===== src/rtl/sbt_pkg.sv =====
package sbt_pkg;

    typedef enum logic [1:0] {
        BK_IDLE   = 2'd0,
        BK_PRECH  = 2'd1,
        BK_ACTIVE = 2'd2
    } bank_st_e;

    typedef enum logic [2:0] {
        OP_NOP  = 3'd0,
        OP_ACT  = 3'd1,
        OP_RD   = 3'd2,
        OP_WR   = 3'd3,
        OP_PRE  = 3'd4,
        OP_REFR = 3'd5
    } cmd_op_e;

    typedef struct packed {
        logic act;
        logic rd;
        logic wr;
        logic pre;
        logic refr;
    } accept_t;

    // bits needed to hold a countdown that starts at n-1
    function automatic int cnt_width(input int n);
        return (n <= 2) ? 1 : $clog2(n);
    endfunction

endpackage


===== src/rtl/sbt_bank.sv =====
module sbt_bank
    import sbt_pkg::*;
#(
    parameter int ROW_W = 13,
    parameter int T_RCD = 3,
    parameter int T_RP  = 3
) (
    input  logic             clk,
    input  logic             rst,
    input  logic             act_go,
    input  logic             col_go,
    input  logic             pre_go,
    input  logic             ref_go,
    input  logic             lock,
    input  logic [ROW_W-1:0] row_in,
    output bank_st_e         st,
    output logic [ROW_W-1:0] row_q,
    output logic             act_ok,
    output logic             col_ok,
    output logic             pre_ok,
    output logic             quiet
);

    localparam int RCD_W = cnt_width(T_RCD);
    localparam int RP_W  = cnt_width(T_RP);
    localparam logic [RCD_W-1:0] RCD_LOAD = RCD_W'(T_RCD - 1);
    localparam logic [RP_W-1:0]  RP_LOAD  = RP_W'(T_RP - 1);

    logic [RCD_W-1:0] rcd_q;
    logic [RP_W-1:0]  rp_q;

    always_ff @(posedge clk) begin
        if (rst) begin
            st    <= BK_IDLE;
            row_q <= '0;
            rcd_q <= '0;
            rp_q  <= '0;
        end else begin
            if (rcd_q != '0) rcd_q <= rcd_q - 1'b1;
            if (rp_q != '0)  rp_q  <= rp_q - 1'b1;
            if (act_go) begin
                st    <= BK_ACTIVE;
                row_q <= row_in;
                rcd_q <= RCD_LOAD;
            end
            if (pre_go) begin
                st   <= BK_PRECH;
                rp_q <= RP_LOAD;
            end
            if (ref_go) st <= BK_PRECH;
        end
    end

    always_comb begin
        act_ok = !lock && (st == BK_PRECH) && (rp_q == '0);
        col_ok = !lock && (st == BK_ACTIVE) && (rcd_q == '0);
        pre_ok = !lock;
        quiet  = (st != BK_ACTIVE) && (rp_q == '0);
    end

    AST_COL_ON_OPEN_BANK: assert property (@(posedge clk) disable iff (rst)
        col_go |-> (st == BK_ACTIVE) && (rcd_q == '0));
    AST_ACT_ON_PRECH_BANK: assert property (@(posedge clk) disable iff (rst)
        act_go |-> (st == BK_PRECH) && (rp_q == '0));
    AST_ACT_LATCHES_ROW: assert property (@(posedge clk) disable iff (rst)
        act_go |=> (st == BK_ACTIVE) && (row_q == $past(row_in)));
    AST_PRE_REACHES_PRECH: assert property (@(posedge clk) disable iff (rst)
        pre_go |=> (st == BK_PRECH));
    AST_COL_KEEPS_ROW: assert property (@(posedge clk) disable iff (rst)
        col_go |=> $stable(row_q) && (st == BK_ACTIVE));

endmodule


===== src/rtl/sbt_refresh.sv =====
module sbt_refresh #(
    parameter int T_RFC = 8
) (
    input  logic clk,
    input  logic rst,
    input  logic start,
    output logic busy
);

    localparam int RFC_W = sbt_pkg::cnt_width(T_RFC);
    localparam logic [RFC_W-1:0] RFC_LOAD = RFC_W'(T_RFC - 1);

    logic [RFC_W-1:0] cnt_q;

    always_ff @(posedge clk) begin
        if (rst)            cnt_q <= '0;
        else if (start)     cnt_q <= RFC_LOAD;
        else if (cnt_q != '0) cnt_q <= cnt_q - 1'b1;
    end

    assign busy = (cnt_q != '0);

    AST_REF_NO_RESTART: assert property (@(posedge clk) disable iff (rst)
        start |-> !busy);

endmodule


===== src/rtl/sbt_read_pipe.sv =====
module sbt_read_pipe #(
    parameter int DEPTH  = 3,
    parameter int BANK_W = 2,
    parameter int COL_W  = 10
) (
    input  logic              clk,
    input  logic              rst,
    input  logic              push,
    input  logic [BANK_W-1:0] in_bank,
    input  logic [COL_W-1:0]  in_col,
    output logic              out_vld,
    output logic [BANK_W-1:0] out_bank,
    output logic [COL_W-1:0]  out_col
);

    logic              vld_q  [DEPTH];
    logic [BANK_W-1:0] bank_q [DEPTH];
    logic [COL_W-1:0]  col_q  [DEPTH];

    always_ff @(posedge clk) begin
        if (rst) begin
            for (int i = 0; i < DEPTH; i++) begin
                vld_q[i]  <= 1'b0;
                bank_q[i] <= '0;
                col_q[i]  <= '0;
            end
        end else begin
            vld_q[0]  <= push;
            bank_q[0] <= in_bank;
            col_q[0]  <= in_col;
            for (int i = 1; i < DEPTH; i++) begin
                vld_q[i]  <= vld_q[i-1];
                bank_q[i] <= bank_q[i-1];
                col_q[i]  <= col_q[i-1];
            end
        end
    end

    assign out_vld  = vld_q[DEPTH-1];
    assign out_bank = bank_q[DEPTH-1];
    assign out_col  = col_q[DEPTH-1];

endmodule


===== src/rtl/sdram_bank_tracker.sv =====
module sdram_bank_tracker
    import sbt_pkg::*;
#(
    parameter int NB     = 4,
    parameter int ROW_W  = 13,
    parameter int COL_W  = 10,
    parameter int T_RCD  = 3,
    parameter int T_RP   = 3,
    parameter int T_CL   = 3,
    parameter int T_RFC  = 8,
    parameter int BANK_W = (NB < 2) ? 1 : $clog2(NB)
) (
    input  logic                clk,
    input  logic                rst,
    input  logic [2:0]          cmd_op,
    input  logic [BANK_W-1:0]   cmd_bank,
    input  logic [ROW_W-1:0]    cmd_row,
    input  logic [COL_W-1:0]    cmd_col,
    output logic [2*NB-1:0]     bank_state,
    output logic [NB*ROW_W-1:0] open_row,
    output logic [NB-1:0]       act_ok,
    output logic [NB-1:0]       col_ok,
    output logic [NB-1:0]       pre_ok,
    output logic                ref_ok,
    output logic                refresh_busy,
    output logic                cmd_illegal,
    output logic                rd_valid,
    output logic [BANK_W-1:0]   rd_bank,
    output logic [COL_W-1:0]    rd_col
);

    bank_st_e      st_w  [NB];
    logic [NB-1:0] quiet_w;
    logic          bank_in_range;
    logic          legal_now;
    accept_t       acc;

    // ---------------- command decode and acceptance ----------------
    always_comb begin
        bank_in_range = (32'(cmd_bank) < NB);
        legal_now     = 1'b0;
        case (cmd_op)
            OP_NOP:        legal_now = 1'b1;
            OP_ACT:        legal_now = bank_in_range && act_ok[cmd_bank];
            OP_RD, OP_WR:  legal_now = bank_in_range && col_ok[cmd_bank];
            OP_PRE:        legal_now = bank_in_range && pre_ok[cmd_bank];
            OP_REFR:       legal_now = ref_ok;
            default:       legal_now = 1'b0;
        endcase
        acc.act  = legal_now && (cmd_op == OP_ACT);
        acc.rd   = legal_now && (cmd_op == OP_RD);
        acc.wr   = legal_now && (cmd_op == OP_WR);
        acc.pre  = legal_now && (cmd_op == OP_PRE);
        acc.refr = legal_now && (cmd_op == OP_REFR);
    end

    always_ff @(posedge clk) begin
        if (rst) cmd_illegal <= 1'b0;
        else     cmd_illegal <= !legal_now;
    end

    // ---------------- per-bank trackers ----------------
    for (genvar b = 0; b < NB; b++) begin : g_bank
        logic hit;
        assign hit = (cmd_bank == BANK_W'(b));
        sbt_bank #(
            .ROW_W (ROW_W),
            .T_RCD (T_RCD),
            .T_RP  (T_RP)
        ) u_bank (
            .clk    (clk),
            .rst    (rst),
            .act_go (acc.act && hit),
            .col_go ((acc.rd || acc.wr) && hit),
            .pre_go (acc.pre && hit),
            .ref_go (acc.refr),
            .lock   (refresh_busy),
            .row_in (cmd_row),
            .st     (st_w[b]),
            .row_q  (open_row[b*ROW_W +: ROW_W]),
            .act_ok (act_ok[b]),
            .col_ok (col_ok[b]),
            .pre_ok (pre_ok[b]),
            .quiet  (quiet_w[b])
        );
        assign bank_state[2*b +: 2] = st_w[b];
    end

    assign ref_ok = !refresh_busy && (&quiet_w);

    // ---------------- refresh window ----------------
    sbt_refresh #(.T_RFC(T_RFC)) u_refresh (
        .clk   (clk),
        .rst   (rst),
        .start (acc.refr),
        .busy  (refresh_busy)
    );

    // ---------------- read latency pipe ----------------
    sbt_read_pipe #(
        .DEPTH  (T_CL),
        .BANK_W (BANK_W),
        .COL_W  (COL_W)
    ) u_rd_pipe (
        .clk      (clk),
        .rst      (rst),
        .push     (acc.rd),
        .in_bank  (cmd_bank),
        .in_col   (cmd_col),
        .out_vld  (rd_valid),
        .out_bank (rd_bank),
        .out_col  (rd_col)
    );

    // ---------------- checks on the assembled state ----------------
    logic any_active, all_prech;
    always_comb begin
        any_active = 1'b0;
        all_prech  = 1'b1;
        for (int b = 0; b < NB; b++) begin
            if (bank_state[2*b +: 2] == 2'd2) any_active = 1'b1;
            if (bank_state[2*b +: 2] != 2'd1) all_prech  = 1'b0;
        end
    end

    AST_REFUSED_FREEZES: assert property (@(posedge clk) disable iff (rst)
        !legal_now |=> $stable(bank_state) && $stable(open_row));
    AST_REF_WITH_NO_OPEN_ROW: assert property (@(posedge clk) disable iff (rst)
        acc.refr |-> !any_active);
    AST_BUSY_MEANS_PRECH: assert property (@(posedge clk) disable iff (rst)
        refresh_busy |-> all_prech);
    AST_OK_FLAGS_EXCLUSIVE: assert property (@(posedge clk) disable iff (rst)
        (act_ok & col_ok) == '0);

endmodule


===== config.mk =====
export PLATFORM = sky130hd
export DESIGN_NAME = sdram_bank_tracker
export DESIGN_NICKNAME = d
export VERILOG_FILES = /design/src/rtl/sbt_pkg.sv /design/src/rtl/sbt_bank.sv /design/src/rtl/sbt_refresh.sv /design/src/rtl/sbt_read_pipe.sv /design/src/rtl/sdram_bank_tracker.sv
export SDC_FILE = /design/constraint.sdc
export NUM_CORES = 1
export LEC_CHECK = 0
export ABC_AREA = 1
export BUFFER_PORTS_ARGS = -buffer_cell sky130_fd_sc_hd__buf_2
export CAP_MARGIN = 20
export CELL_PAD_IN_SITES_DETAIL_PLACEMENT = 1
export CELL_PAD_IN_SITES_GLOBAL_PLACEMENT = 1
export CORE_UTILIZATION = 35
export DETAILED_ROUTE_END_ITERATION = 16
export PLACE_DENSITY_LB_ADDON = 0.25
export SLEW_MARGIN = 20
export SYNTH_ARGS = -nofsm -noshare
export SYNTH_HDL_FRONTEND = slang
export SYNTH_HIERARCHICAL = 1
export SYNTH_SLANG_ARGS = --single-unit

===== constraint.sdc =====
create_clock -name clk -period 4.25 [get_ports clk]
set_clock_uncertainty 0.1 [all_clocks]
set_input_delay 0 -clock clk [delete_from_list [all_inputs] [get_ports clk]]
set_output_delay 0 -clock clk [all_outputs]
set_load 0.005 [all_outputs]

==> results.ini, run 1 <==
[worst_setup_path]
cp-start-kind=flop
path_class=reg -> reg
cp.required_ps=4450
critPathCaptureType=flop
arrival_ps=3310
crit_fanout=16

[route]
routed_wl_mm=12.8
drt_iter0_drc=172
drtAntennaViolNets=0
vias_per_cell=4.51
wl_per_cell_um=14.1
vias=4089
firstDrtPassIters=4
drc_errors=0

[clock_network]
post_cts_resize_count=0
root_buffer=clkbuf_16
post_cts_buffers=0
clockBufferDepth=2
cts_max_level=4
numCtsBuffers=17
clock-sinks=119
clkTransAtPathRegs_ps=60
tritoncts=yes
insertion_delay_ps=400

[placement]
gp_routability_congestion=0.846
dp_hpwl_mm=8.86
port_buffers=117

[die]
start_util_pct=36.6
core_area_mm2=0.0122
row_count=40
die_x_um=115
die_y_um=115
io_pins=118
die-area_mm2=0.0132

[power_and_ir_drop]
leakagePower_nw=3.02
peakVddDrop_v=0.000167
swShare_pct=25.7
pwr-share-seq_pct=40.5
pwr-share-comb_pct=12.0
p_per_area_mw_per_mm2=491
p_clk_share_pct=47.5
internal_power_mw=2.15
p_sw_mw=0.746

[timing]
hold_viol=0
slew_headroom_pct=33.9
slew_viol_final=0
setup_viol=0
max_freq_ghz=0.322
min_period_ps=3110
tns_ps=0
fin_crit_sh_pct=73.2
rsz0062_at_grt=no
whs_ps=40.5
tightest_slew_ps=988

[layout]
areaGrowthSynthToFinish_pct=32.1
n_antenna_cell=0
finalNetCount=758
drive_gt1_share_pct=24.8

[yosys]
synth.avg_cell_area_um2=7.61
yosysWarnings=6
syn_nets=620
syn_area_mm2=0.00447
netlist_instances=588

[global_route]
grt_pass1_vias=4284
antenna_found_initial=0
grt_max_degree=35
overflow=0
grt_pass1_wl_mm=21.2
grt_usage_pct=20.7

[min_path]
worstHoldPathType=in -> reg

[run_status]
status=completed

[job]
drv_cap=0

[worst max-delay path, stage by stage (launching register included)]
cell	delay, ps
dfxtp_1	330
inv_1	90
ha_1	210
nand2_2	190
inv_1	160
nand3_1	80
nor2_1	130
nand2_1	70
nand2_1	70
nand2_1	50
nand2_2	90
nand2_4	60
nor2_1	760
inv_2	320
nor2_1	200
nor2_1	70
[metrics by stage]
step | worst slack, ps | area (um^2) | utilization (%) | instances | power (mW)
5_1_grt | 743 | 5910 | 48.4 | 907 | 3.03
6_report | 1140 | 5910 | 48.4 | 907 | 2.90
3_3_place_gp | 1310 | 5050 | 41.4 | 847 | 1.51
4_1_cts | 1090 | 5910 | 48.4 | 907 | 2.93
3_5_place_dp | 1120 | 5050 | 41.4 | 847 | 1.53
2_1_floorplan | 2050 | 4470 | - | 588 | 1.39
[power groups by stage]
stage	clock network, mW	logic, mW	registers (mW)
2_1_floorplan	0	0.200	1.19
6_report	1.38	0.348	1.17
3_5_place_dp	0	0.329	1.20
3_3_place_gp	0	0.313	1.19
4_1_cts	1.41	0.350	1.17
5_1_grt	1.46	0.396	1.18
[flip-flops by register name, indices dropped and copies added, names as in the netlist, 3 cells and up]
signal               flops
g_bank.u_bank/row_q     52
u_rd_pipe/col_q         30
g_bank.u_bank/rcd_q      8
g_bank.u_bank/rp_q       8
g_bank.u_bank/st         8
u_rd_pipe/bank_q         6
u_rd_pipe/vld_q          3
u_refresh/cnt_q          3
[routing by layer]
metal  global-route usage (%)  wire length, um  share of wire (%)  vias to the layer above
met5                        0                0                  0                        -
met4                     6.15               90               0.70                        0
met3                     6.01              603                4.7                        8
met2                     36.8             6400                 50                      109
met1                     24.1             5700                 45                     1932
li1                         -                -                  -                     2040
[cells in the final DEF (no fill, tap or decap), drive strengths merged, types with 4 or more instances in the layout]
| cell | count |
|---|---|
| dfxtp | 119 |
| nand2 | 65 |
| a21oi | 13 |
| clkinvlp | 5 |
| inv | 83 |
| o21ai | 52 |
| nor3 | 10 |
| buf | 121 |
| clkbuf | 19 |
| clkinv | 6 |
| dlygate4sd3 | 28 |
| nand3 | 10 |
| or2 | 4 |
| nor2 | 199 |
[worst paths after layout]
kind,start,endpoint,slack [ps],cells past startpoint
hold / removal,cmd_op[1],cmd_illegal$_SDFF_PP0_,40,8
setup / recovery,u_refresh/cnt_q[0]$_SDFFE_PP0P_,g_bank[0].u_bank/row_q[4]$_SDFFE_PP0P_,1140,15
hold reg to reg,u_rd_pipe/bank_q[0][3]$_SDFF_PP0_,u_rd_pipe/bank_q[0][5]$_SDFF_PP0_,300,2
setup reg to reg,u_refresh/cnt_q[0]$_SDFFE_PP0P_,g_bank[0].u_bank/row_q[4]$_SDFFE_PP0P_,1140,15
[what timing repair did]
item                                    in CTS  in global routing
hold endpoints to repair                    66                  0
endpoints found under the setup margin       0                  0
hold buffers                                28                  0
[final cells by class]
cell class / count / area [um^2]
Tap cell: 168 / 210
Inverter: 83 / 317
Clock buffer: 19 / 443
Sequential cell: 119 / 2380
Clock inverter: 13 / 131
Timing Repair Buffer: 149 / 896
Fill cell: 1576 / 6300
Multi-Input combinational cell: 356 / 1530
Note: power is estimated with default switching activity, not from simulation.
==> run 2: changes to the inputs <==
- clock period: 4.25 -> 3.12 ns (I/O delays scaled with it)
==> run 2 against run 1 <==
Against the previous run: sequential power is 37% higher; clock power rose by 28%; global-route usage up 0.75 points; power grew 33%; setup slack got worse by 610 ps; die area is the same; combinational power grew 38%.
==> results.ini, run 2 (synthesis gave the netlist of run 1 again) <==
[run_status]
status=completed

[die]
io_pins=118
die_y_um=115
die_x_um=115
row_count=40
die-area_mm2=0.0132
core_area_mm2=0.0122
start_util_pct=36.6

[layout]
finalNetCount=759
utilization_pct=48.1
n_fill_cell=1596
final_common_cell=nor2_1
reg_top3=g_bank.u_bank/row_q x52, u_rd_pipe/col_q x30
regMostFlops=g_bank.u_bank/row_q
largest_register_ffs=52
drive_gt1_share_pct=24.5
stdcell_area_mm2=0.00587
n_antenna_cell=0
stdcell_count=908
final_cell_mix=nor2_1 (195), dfxtp_1 (119), buf_2 (117)
areaGrowthSynthToFinish_pct=31.3

[placement]
port_buffers=117
gp_routability_congestion=0.840
dp_cells=848
place_area_mm2=0.00506
dp_hpwl_mm=9.03

[min_path]
worstHoldPathType=in -> reg

[power_and_ir_drop]
leakagePower_nw=3.02
p_per_area_mw_per_mm2=654
peakVddDrop_v=0.000252
p_total_mw=3.84

[clock_network]
root_buffer=clkbuf_16
clockBufferDepth=2
cts_max_level=4
numCtsBuffers=17
clkTransAtPathRegs_ps=50
clock-sinks=119
insertion_delay_ps=410
tritoncts=yes

[worst_setup_path]
cp-start-kind=flop
path_class=reg -> reg
critPathCaptureType=flop
crit_fanout=16
arrival_ps=2780
cp.required_ps=3310

[route]
routed_wl_mm=13.2
drc_errors=0
drt_iter0_drc=176
vias=4179
drtAntennaViolNets=0
vias_per_cell=4.60
wl_per_cell_um=14.5
firstDrtPassIters=4

[timing]
hold_viol=0
rsz0062_at_grt=no
tightest_slew_ps=832
slew_viol_final=0
tns_ps=0
fin_crit_sh_pct=83.1
setup_viol=0
slew_headroom_pct=44.5
min_period_ps=2590
max_freq_ghz=0.386

[global_route]
grt_max_degree=37
grt_usage_pct=21.5
grt_pass1_vias=4327
overflow=0
antenna_found_initial=0
grt_pass1_wl_mm=21.5

[job]
drv_cap=0

[run 2: critical path, stage by stage, from the launching register on]
cell,delay (ps)
dfxtp_1,330
inv_1,80
ha_1,210
nand2_2,190
inv_1,170
nand3_1,90
nor2_1,160
nand2_1,80
nand2_1,80
nand2_1,70
nand2_2,90
nand2_4,70
nor2_1,140
buf_4,230
inv_2,150
nor2_1,140
nor2_1,70
[run 2: worst paths after layout]
kind / startpoint / end / slack, ps / cells after the start
max: u_refresh/cnt_q[0]$_SDFFE_PP0P_ / g_bank[1].u_bank/row_q[9]$_SDFFE_PP0P_ / 530 / 16
min: cmd_op[1] / cmd_illegal$_SDFF_PP0_ / 20 / 8
max reg2reg: u_refresh/cnt_q[0]$_SDFFE_PP0P_ / g_bank[1].u_bank/row_q[9]$_SDFFE_PP0P_ / 530 / 16
min reg2reg: u_rd_pipe/col_q[0][14]$_SDFF_PP0_ / u_rd_pipe/col_q[0][24]$_SDFF_PP0_ / 300 / 2
[run 2: power by group]
| group | total [mW] | switching [mW] | internal [mW] |
|---|---|---|---|
| sequential | 1.60 | 0.0284 | 1.57 |
| clock | 1.76 | 0.663 | 1.10 |
| combinational | 0.480 | 0.302 | 0.178 |
[run 2: layout make-up]
| cell class | count | area (um^2) | area share, % |
|---|---|---|---|
| clock inverter | 10 | 80.1 | 1.36 |
| timing repair buffer | 150 | 903 | 15.4 |
| clock buffer | 22 | 454 | 7.73 |
| multi-input combinational | 356 | 1530 | 26.0 |
| sequential | 119 | 2380 | 40.6 |
| inverter | 83 | 317 | 5.39 |
| tap | 168 | 210 | 3.58 |
[run 2: per-layer routing]
metal	up-vias	share of wire [%]	global-route usage (%)
li1	2045	-	-
met1	1990	42	23.5
met2	119	50	37.9
met3	25	5.6	7.49
met4	0	2.0	8.66
met5	-	0	0
[run 2: what timing repair did]
action,in CTS,in global routing
endpoints found under the hold margin,66,0
buffers inserted,0,0
hold buffers,28,0
resized for setup,0,0
[run 2: stage by stage]
stage,hold slack [ps],worst slack [ps]
finish,17.0,526
global route,54.1,224
CTS,5.62,510
detailed placement,115,594
global placement,101,737
floorplan,-37.6,917
==> run 3: changes to the inputs <==
- CORE_UTILIZATION: 35 -> 34
- clock period: 3.12 -> 2.15 ns (I/O delays scaled with it)
==> run 3 against run 2 <==
Against the previous run: clock power rose by 77%; wire length is 8.1% higher; final area rose by 11%; critical path depth unchanged; cell count is 4.3% higher; register-to-register slack lost 530 ps; global-route usage fell by 0.59 points; maximum frequency increased by 21%; sequential share of layout area down 3.9 points; first-iteration DRC count fell by 10%; non-clock buffer count rose by 35; combinational power increased by 140%; critical endpoint is now g_bank[1].u_bank/row_q[10]$_SDFFE_PP0P_.
==> results.ini, run 3 (synthesis gave the netlist of run 1 again) <==
[timing]
max_freq_ghz=0.465
hold_viol=0
slew_headroom_pct=63.3
fin_ws_ps=1.17
fin_crit_sh_pct=99.9
tightest_slew_ps=551
setup_viol=0
tns_ps=0
min_period_ps=2150
whs_ps=236
slew_viol_final=0
rsz0062_at_grt=yes

[clock_network]
cts_max_level=4
tritoncts=yes
clock-sinks=119
root_buffer=clkbuf_16
clkTransAtPathRegs_ps=60
numCtsBuffers=17
clockBufferDepth=2
insertion_delay_ps=410

[die]
die_y_um=117
die_x_um=117
core_area_mm2=0.0127
start_util_pct=35.2
io_pins=118
die-area_mm2=0.0136
row_count=41

[layout]
regMostFlops=g_bank.u_bank/row_q
n_antenna_cell=0
areaGrowthSynthToFinish_pct=45.4
final_common_cell=nor2_1
reg_top3=g_bank.u_bank/row_q x52, u_rd_pipe/col_q x30
final_cell_mix=nor2_1 (180), dfxtp_1 (117), buf_2 (117)
largest_register_ffs=52
finalNetCount=794
drive_gt1_share_pct=32.6

[route]
vias_per_cell=4.58
firstDrtPassIters=4
drt_iter0_drc=158
wl_per_cell_um=15.0
vias=4335
drc_errors=0
routed_wl_mm=14.2
drtAntennaViolNets=0

[worst_setup_path]
cp-start-kind=flop
slowest_stage=dfxtp_2
crit_fanout=8
arrival_ps=2400
cp.required_ps=2400
critPathCaptureType=flop
path_class=reg -> reg
setup.worst_path.start=u_refresh/cnt_q[0]$_SDFFE_PP0P_
worstPathCellList=inv_2 -> ha_4 -> nand2_8 -> inv_2 -> nand3_1 -> nor2_2 -> nand2_1 -> nand2_1 -> nand2_1 -> nand2_2 -> nand2_4 -> nor2_4 -> buf_6 -> clkbuf_16 -> o21ai_2 -> nor2_1
cp_common_cell=nand2_1
r2r-start=u_refresh/cnt_q[0]$_SDFFE_PP0P_
crit_path_max_incr_delay_ps=330

[min_path]
holdCritStartpoint=cmd_col[4]
worstHoldPathType=in -> reg

[power_and_ir_drop]
leakagePower_nw=3.24
p_per_area_mw_per_mm2=1010
peakVddDrop_v=0.000430

[global_route]
grt_pass1_vias=4373
antenna_found_initial=0
grt_max_degree=42
grt_usage_pct=20.9
overflow=0
grt_pass1_wl_mm=21.3

[job]
drv_cap=0

[placement]
port_buffers=117
gp_routability_congestion=0.829
dp_slack_ps=-211
dp_hpwl_mm=9.16

[run_status]
status=completed

==> run 3: cell count changes in the layout (fill, tap and decap cells not counted), moves of 6 or more <==
cell	delta
buf_4	+23
buf_6	+6
inv_1	-6
nor2_1	-15
nor2_2	+11
o21ai_0	-21
o21ai_1	+10
o21ai_2	+9
==> run 3: critical path: cells and delay by family, from the launching register on <==
kind,cells,cell delay [ps]
adder cells (fa/ha/maj),1,170
AO/OA/AOI/OAI,1,50
flip-flops,1,330
AND/OR/NAND/NOR,10,990
buffers and inverters,4,450
==> run 3: through the flow <==
stage / power (mW) / instance area, um^2 / cells / utilization (%)
finish: 6.58 / 6500 / 947 / 51.1
detailed placement: 3.21 / 5250 / 870 / 41.3
global route: 6.85 / 6500 / 947 / 51.1
floorplan: 2.75 / 4470 / 588 / -
global placement: 3.17 / 5250 / 870 / 41.3
CTS: 6.44 / 6260 / 934 / 49.2
==> run 3: timing repair <==
action / CTS / global route
hold buffers: 29 / 0
pin swaps: 1 / 34
setup endpoints to repair: 65 / 62
hold endpoints to repair: 75 / 0
gates cloned: 0 / 1
resized for setup: 16 / 60
buffers inserted: 3 / 12
==> run 3: area by class of cell <==
type                       instances  area, um^2
sequential                       119        2380
fill                            1583        6220
clock buffer                      20         447
timing repair buffer             185        1260
inverter                          83         327
tap                              172         215
clock inverter                    12         199
multi-input combinational        356        1670
==> run 3: power by group <==
group	internal (mW)	leakage (nW)	switching [mW]
Clock	2.09	0.314	1.02
Combinational	0.558	1.96	0.591
Sequential	2.28	0.966	0.0448
==> run 3: worst paths after layout <==
check / to / cells past startpoint / slack [ps]
min reg2reg: u_rd_pipe/col_q[0][10]$_SDFF_PP0_ / 2 / 300
max reg2reg: g_bank[1].u_bank/row_q[10]$_SDFFE_PP0P_ / 16 / 1
max: g_bank[1].u_bank/row_q[10]$_SDFFE_PP0P_ / 16 / 1
min: u_rd_pipe/col_q[0][4]$_SDFF_PP0_ / 4 / 240
==> run 3: layer usage <==
metal / wire length (um) / vias to the layer above / GRT usage [%]
li1: - / 2123 / -
met1: 6110 / 2082 / 24.0
met2: 7280 / 109 / 36.3
met3: 610 / 21 / 5.24
met4: 218 / 0 / 9.79
met5: 0 / - / 0
